<file path="config.mk">
export PLATFORM = sky130hd
export DESIGN_NAME = acq_record_ctrl
export DESIGN_NICKNAME = d
export VERILOG_FILES = /design/src/rtl/acq_pkg.sv /design/src/rtl/acq_addr_gen.sv /design/src/rtl/acq_line_demux.sv /design/src/rtl/acq_ctrl_fsm.sv /design/src/rtl/acq_record_ctrl.sv
export SDC_FILE = /design/constraint.sdc
export NUM_CORES = 1
export LEC_CHECK = 0
export BUFFER_PORTS_ARGS = -buffer_cell sky130_fd_sc_hd__buf_2
export CAP_MARGIN = 20
export CORE_ASPECT_RATIO = 0.7
export CORE_MARGIN = 5
export CORE_UTILIZATION = 41
export DETAILED_ROUTE_END_ITERATION = 8
export SLEW_MARGIN = 20
export SYNTH_ARGS = -nofsm -noshare
export SYNTH_HDL_FRONTEND = slang
export SYNTH_SLANG_ARGS = --single-unit
</file>
<file path="constraint.sdc">
create_clock -name clk -period 1.8 [get_ports clk]
set_input_delay 0 -clock clk [delete_from_list [all_inputs] [get_ports clk]]
set_output_delay 0 -clock clk [all_outputs]
set_load 0.03 [all_outputs]
</file>
<file path="src/rtl/acq_pkg.sv">
package acq_pkg;

    typedef enum logic [1:0] {
        ST_IDLE = 2'd0,
        ST_FILL = 2'd1,
        ST_DONE = 2'd2
    } acq_state_t;

endpackage

</file>
<file path="src/rtl/acq_addr_gen.sv">
module acq_addr_gen #(
    parameter int AW = 13
) (
    input  logic          clk,
    input  logic          rst_n,
    input  logic          load_i,
    input  logic [AW-1:0] preset_i,
    input  logic          step_i,
    output logic [AW-1:0] addr_o,
    output logic          last_o
);

    logic [AW-1:0] addr_q;
    logic [AW-1:0] start_q;
    logic [AW-1:0] addr_nxt;

    assign addr_nxt = addr_q + 1'b1;

    always_ff @(posedge clk) begin
        if (!rst_n) begin
            addr_q  <= '0;
            start_q <= '0;
        end else if (load_i) begin
            addr_q  <= preset_i;
            start_q <= preset_i;
        end else if (step_i) begin
            addr_q <= addr_nxt;
        end
    end

    assign addr_o = addr_q;
    assign last_o = (addr_nxt == start_q);

    AST_ADDR_STEP: assert property (@(posedge clk) disable iff (!rst_n)
        step_i && !load_i |=> addr_o == AW'($past(addr_o) + 1'b1));

    AST_ADDR_LOAD: assert property (@(posedge clk) disable iff (!rst_n)
        load_i |=> addr_o == $past(preset_i));

    AST_ADDR_HOLD: assert property (@(posedge clk) disable iff (!rst_n)
        !load_i && !step_i |=> $stable(addr_o));

endmodule

</file>
<file path="src/rtl/acq_line_demux.sv">
module acq_line_demux #(
    parameter int SAMPLE_W = 8,
    parameter int LANES    = 2,
    parameter int DEMUX    = 4,
    localparam int PAIR_W  = LANES * SAMPLE_W,
    localparam int LINE_W  = PAIR_W * DEMUX,
    localparam int PW      = (DEMUX > 1) ? $clog2(DEMUX) : 1
) (
    input  logic              clk,
    input  logic              rst_n,
    input  logic              clr_i,
    input  logic              take_i,
    input  logic [PAIR_W-1:0] pair_i,
    output logic              line_full_o,
    output logic [LINE_W-1:0] line_o
);

    localparam logic [PW-1:0] LAST_PH = PW'(DEMUX - 1);

    logic [PW-1:0] phase_q;

    always_ff @(posedge clk) begin
        if (!rst_n) begin
            phase_q <= '0;
        end else if (clr_i) begin
            phase_q <= '0;
        end else if (take_i) begin
            phase_q <= (phase_q == LAST_PH) ? '0 : phase_q + 1'b1;
        end
    end

    assign line_full_o = take_i && (phase_q == LAST_PH);

    for (genvar g = 0; g < DEMUX; g++) begin : g_slot
        if (g < DEMUX - 1) begin : g_held
            logic [PAIR_W-1:0] slot_q;
            always_ff @(posedge clk) begin
                if (!rst_n) begin
                    slot_q <= '0;
                end else if (take_i && (phase_q == PW'(g))) begin
                    slot_q <= pair_i;
                end
            end
            assign line_o[g*PAIR_W +: PAIR_W] = slot_q;
        end else begin : g_live
            assign line_o[g*PAIR_W +: PAIR_W] = pair_i;
        end
    end

    AST_PHASE_CLEARED: assert property (@(posedge clk) disable iff (!rst_n)
        clr_i |=> phase_q == '0);

    AST_PHASE_IDLE: assert property (@(posedge clk) disable iff (!rst_n)
        !clr_i && !take_i |=> $stable(phase_q));

    AST_PHASE_ADVANCE: assert property (@(posedge clk) disable iff (!rst_n)
        !clr_i && take_i && !line_full_o |=> phase_q == PW'($past(phase_q) + 1'b1));

endmodule

</file>
<file path="src/rtl/acq_ctrl_fsm.sv">
module acq_ctrl_fsm
    import acq_pkg::*;
(
    input  logic clk,
    input  logic rst_n,
    input  logic arm_i,
    input  logic pair_valid_i,
    input  logic line_full_i,
    input  logic last_i,
    output logic take_o,
    output logic done_o
);

    acq_state_t state_q;
    acq_state_t state_d;

    always_ff @(posedge clk) begin
        if (!rst_n) begin
            state_q <= ST_IDLE;
        end else begin
            state_q <= state_d;
        end
    end

    always_comb begin
        state_d = state_q;
        unique case (state_q)
            ST_IDLE: if (arm_i) state_d = ST_FILL;
            ST_FILL: begin
                if (arm_i) begin
                    state_d = ST_FILL;
                end else if (line_full_i && last_i) begin
                    state_d = ST_DONE;
                end
            end
            ST_DONE: if (arm_i) state_d = ST_FILL;
            default: state_d = ST_IDLE;
        endcase
    end

    always_comb begin
        take_o = (state_q == ST_FILL) && pair_valid_i && !arm_i;
        done_o = (state_q == ST_DONE);
    end

    AST_IDLE_NO_TAKE: assert property (@(posedge clk) disable iff (!rst_n)
        state_q != ST_FILL |-> !take_o);

    AST_ARM_FILLS: assert property (@(posedge clk) disable iff (!rst_n)
        arm_i |=> state_q == ST_FILL);

endmodule

</file>
<file path="src/rtl/acq_record_ctrl.sv">
module acq_record_ctrl #(
    parameter int SAMPLE_W  = 8,
    parameter int REC_AW    = 16,
    parameter int LANES     = 2,
    parameter int DEMUX     = 4,
    localparam int NBANK    = LANES * DEMUX,
    localparam int BANK_AW  = REC_AW - $clog2(NBANK),
    localparam int PAIR_W   = LANES * SAMPLE_W,
    localparam int LINE_W   = NBANK * SAMPLE_W
) (
    input  logic               clk,
    input  logic               rst_n,
    input  logic               arm_i,
    input  logic [BANK_AW-1:0] preset_i,
    input  logic               pair_valid_i,
    input  logic [PAIR_W-1:0]  pair_i,
    output logic [NBANK-1:0]   wr_en_o,
    output logic [BANK_AW-1:0] wr_addr_o,
    output logic [LINE_W-1:0]  wr_data_o,
    output logic               done_o
);

    logic               take;
    logic               line_full;
    logic [LINE_W-1:0]  line;
    logic [BANK_AW-1:0] addr;
    logic               addr_last;

    acq_ctrl_fsm u_fsm (
        .clk          (clk),
        .rst_n        (rst_n),
        .arm_i        (arm_i),
        .pair_valid_i (pair_valid_i),
        .line_full_i  (line_full),
        .last_i       (addr_last),
        .take_o       (take),
        .done_o       (done_o)
    );

    acq_line_demux #(
        .SAMPLE_W (SAMPLE_W),
        .LANES    (LANES),
        .DEMUX    (DEMUX)
    ) u_demux (
        .clk         (clk),
        .rst_n       (rst_n),
        .clr_i       (arm_i),
        .take_i      (take),
        .pair_i      (pair_i),
        .line_full_o (line_full),
        .line_o      (line)
    );

    acq_addr_gen #(
        .AW (BANK_AW)
    ) u_addr (
        .clk      (clk),
        .rst_n    (rst_n),
        .load_i   (arm_i),
        .preset_i (preset_i),
        .step_i   (line_full),
        .addr_o   (addr),
        .last_o   (addr_last)
    );

    always_ff @(posedge clk) begin
        if (!rst_n) begin
            wr_en_o   <= '0;
            wr_addr_o <= '0;
            wr_data_o <= '0;
        end else if (line_full) begin
            wr_en_o   <= '1;
            wr_addr_o <= addr;
            wr_data_o <= line;
        end else begin
            wr_en_o   <= '0;
        end
    end

    AST_BANKS_TOGETHER: assert property (@(posedge clk) disable iff (!rst_n)
        (wr_en_o == '0) || (wr_en_o == '1));

    AST_SINGLE_PULSE: assert property (@(posedge clk) disable iff (!rst_n)
        (wr_en_o != '0) |=> (wr_en_o == '0));

    AST_WRITE_HOLD: assert property (@(posedge clk) disable iff (!rst_n)
        (wr_en_o != '0) |=> $stable(wr_data_o) && $stable(wr_addr_o));

    AST_QUIET_WHEN_DONE: assert property (@(posedge clk) disable iff (!rst_n)
        done_o && $past(done_o) |-> (wr_en_o == '0));

endmodule

</file>
==> metrics.csv <==
metric,value,unit
CP top delay family,simple AND/OR/NAND/NOR gates,
first-pass GRT wire length,27900,microns
HPWL after detailed placement,11700,microns
CTS Buffer Depth,2,
DRT iter0 DRCs,427,
Syn Area/Cell,8.29,sq um
"Area growth, synth to finish",29.0,%
CP Class,flop to flop,
Yosys top cell area share,48.1,%
met1 Usage GRT,29.7,%
final hold violation count,0,
Clock Sink Count,156,
Min-Delay Path Class,input pin to flop,
GRT Overall Usage,19.1,%
IO Port Bufs,118,
# H-tree levels,4,
CTS root buf,clkbuf_16,
routability cong.,0.888,
leading cell types by count after synthesis,"nand2_1, dfxtp_1, a21boi_0, a21boi_1, clkbuf_1",
met2 Use GR,25.1,%
cell with the most instances after synthesis,nand2_1,
pin count of the biggest net entering global routing,68,
layout cells sized above 1,22.7,%
synthesized flop and latch total,156,
initial core utilization,41.9,%
Routed WL,17800,microns
vias per cell,4.89,
"Reg clk slew, reported paths",60,ps
top achievable clock speed,0.554,GHz
final cycle utilization of the critical path,100,%
final instance area,8380,sq um
gr ovfl total,0,
CP Launch Point,u_addr.addr_o[5]$_SDFFE_PN0P_,
Top Usage Layer GRT,met1,
CTS tree,done,
"Distinct cells, synth",40,
mapped cell area,6500,sq um
die area,18500,sq um
clk_lat worst skew,430,ps
ANT cells,0,
Synth Net Count,822,
Synth area leader,dfxtp_1,
total power draw,7.66,mW
Hold EP,u_addr.start_q[7]$_SDFFE_PN0P_,
critical-path cell list,nand4_1 -> or2_2 -> xnor2_2 -> and3_1 -> o211ai_1 -> o211a_1,
Crit-path slowest cell,dfxtp_1,
Setup Viol. Count Final,1,
crit path buf inv count,0,
I/O pins,119,
Synth Flop Type,dfxtp_1,
drt first pass iters,4,
maxcap violations,0,
max-slew headroom at the worst pin,68.6,%
FF-to-FF setup slack,-4,ps
via count,5578,
maximum vdd drop,661,uV
post-route setup slack,-4.26,ps
post-synthesis sequential area ratio,48.1,%
RSZ-0062 raised after global routing,true,
Worst Tran Pin Value,470,ps
reg2reg end,u_fsm.state_q[0]$_SDFFE_PN0P_,
wire per inst,15.6,microns
Num CTS Buffers,17,
final net count,966,
Layout fillers,1509,
met3 usage,4.51,%
Clock Skew,7.74,ps
Final ANT Viol Nets,0,
R2R cell count,6,
CP endpoint kind,flop,
CP Max Fanout,6,
data arrival time of the worst path,2180,ps
num rows,38,
number of remaining DRC errors,0,
type of origin of the critical path,flop,
Hold Path Origin,rst_n,
PwrDens,913,nW/um^2
Post-Syn Instances,784,
Synth Warn #,0,
initial antenna violation count,0,
CP required,2170,ps
max incr delay on CP,430,ps
hold path cells,2,
Pins Over Slew Limit,0,
status,"complete, but fails checks",
post-synthesis async set-or-reset flop share,0,%
violated checks,negative setup slack,
largest cells by area after synthesis,"dfxtp_1, nand2_1, a21boi_0",
Pleak,3.35,nW
worst r2r src,u_addr.addr_o[5]$_SDFFE_PN0P_,
Die Y,115,microns
Core Box Area,15500,sq um
Post-synth EDFFs,0,
Tmin final,1800,ps
Post-DP Area,7380,sq um
vias in the first global route,5126,
Die Wd,160,microns
==> cells by family (layout without fill, tap and decap cells) <==
group / Yosys count / after routing / share of synthesized area, %
XOR/XNOR: 17 / 17 / 2.29
multiplexers: 8 / 8 / 1.23
AND/OR/NAND/NOR: 350 / 350 / 22.3
buffers and inverters: 70 / 227 / 5.12
adder cells (fa/ha/maj): 5 / 5 / 0.963
AO/OA/AOI/OAI: 178 / 178 / 20.1
flip-flops: 156 / 156 / 48.1
==> final cells by class <==
class                      count  area (sq um)  share of cell area (%)
sequential                   156          3130                    37.4
inverter                       5          18.8                   0.224
timing repair buffer         190          1290                    15.4
clock buffer                  18           439                    5.24
clock inverter                14           158                    1.88
tap                          200           250                    2.99
multi-input combinational    558          3100                    36.9
==> routing by layer <==
metal	up-vias	wire, microns
li1	2878	-
met1	2541	9580
met2	134	6790
met3	25	1120
met4	0	295
met5	-	0
==> how the worst max path moves through the flow <==
stage	to	slack [ps]	depth (start not counted)
3_3_place_gp	u_fsm.state_q[0]$_SDFFE_PN0P_	-20	7
3_5_place_dp	u_fsm.state_q[0]$_SDFFE_PN0P_	-70	7
5_1_grt	u_fsm.state_q[0]$_SDFFE_PN0P_	-60	7
2_1_floorplan	u_fsm.state_q[0]$_SDFFE_PN0P_	10	7
6_report	u_fsm.state_q[0]$_SDFFE_PN0P_	-4	6
4_1_cts	u_fsm.state_q[0]$_SDFFE_PN0P_	4	7
==> worst reg2reg max path: cells and delay by family (launching register included) <==
| kind | cells | cell delay [ps] |
|---|---|---|
| AND/OR/NAND/NOR | 3 | 720 |
| AO/OA/AOI/OAI | 2 | 460 |
| flip-flops | 1 | 430 |
| XOR/XNOR | 1 | 140 |
==> power breakdown <==
| group | leakage, nW | internal, mW | total, mW | switching (mW) |
|---|---|---|---|---|
| Combinational | 1.79 | 0.236 | 0.474 | 0.237 |
| Clock | 0.290 | 2.11 | 3.64 | 1.54 |
| Sequential | 1.26 | 3.50 | 3.54 | 0.0426 |
| Total | 3.35 | 5.84 | 7.66 | 1.82 |
==> per-stage QoR <==
step	setup slack [ps]	hold slack [ps]	setup TNS, ps	instances	util, %
3_3_place_gp	-17.3	264	-17.3	1075	47.6
4_1_cts	3.97	54.5	0	1138	53.5
3_5_place_dp	-69.4	269	-83.7	1075	47.6
2_1_floorplan	11.2	135	0	784	-
6_report	-4.26	65.7	-4.26	1141	54.1
5_1_grt	-61.1	78.2	-132	1141	54.1
==> state kept, by name (all words and copies together) (netlist names) <==
name / flops
u_addr.addr_o: 13
u_addr.start_q: 13
u_demux.g_slot.g_held.slot_q: 48
u_demux.phase_q: 2
u_fsm.state_q: 2
wr_addr_o: 13
wr_data_o: 64
wr_en_o: 1
==> placed cells by master, fill, tap and decap left out, drive strengths merged, types with 4 or more instances in the layout <==
cell type	netlist	final
and4	4	4
a21boi	133	133
clkbuf	34	19
nor2	17	17
nand3	6	6
buf	31	160
nor2b	20	20
xnor2	12	12
nand2	284	284
a21oi	11	11
ha	5	5
xor2	5	5
mux2i	8	8
and2	6	6
clkinv	0	5
dfxtp	156	156
o21ai	15	15
dlygate4sd3	0	29
inv	5	10
==> what timing repair did <==
item | CTS | global route
pin swaps | 4 | 5
setup buffers | 2 | 2
cloned | 0 | 1
hold endpoints to repair | 90 | 0
hold buffers | 29 | 0
endpoints found under the setup margin | 2 | 36
resized for setup | 4 | 13
Power figures use the tool's default switching activity.
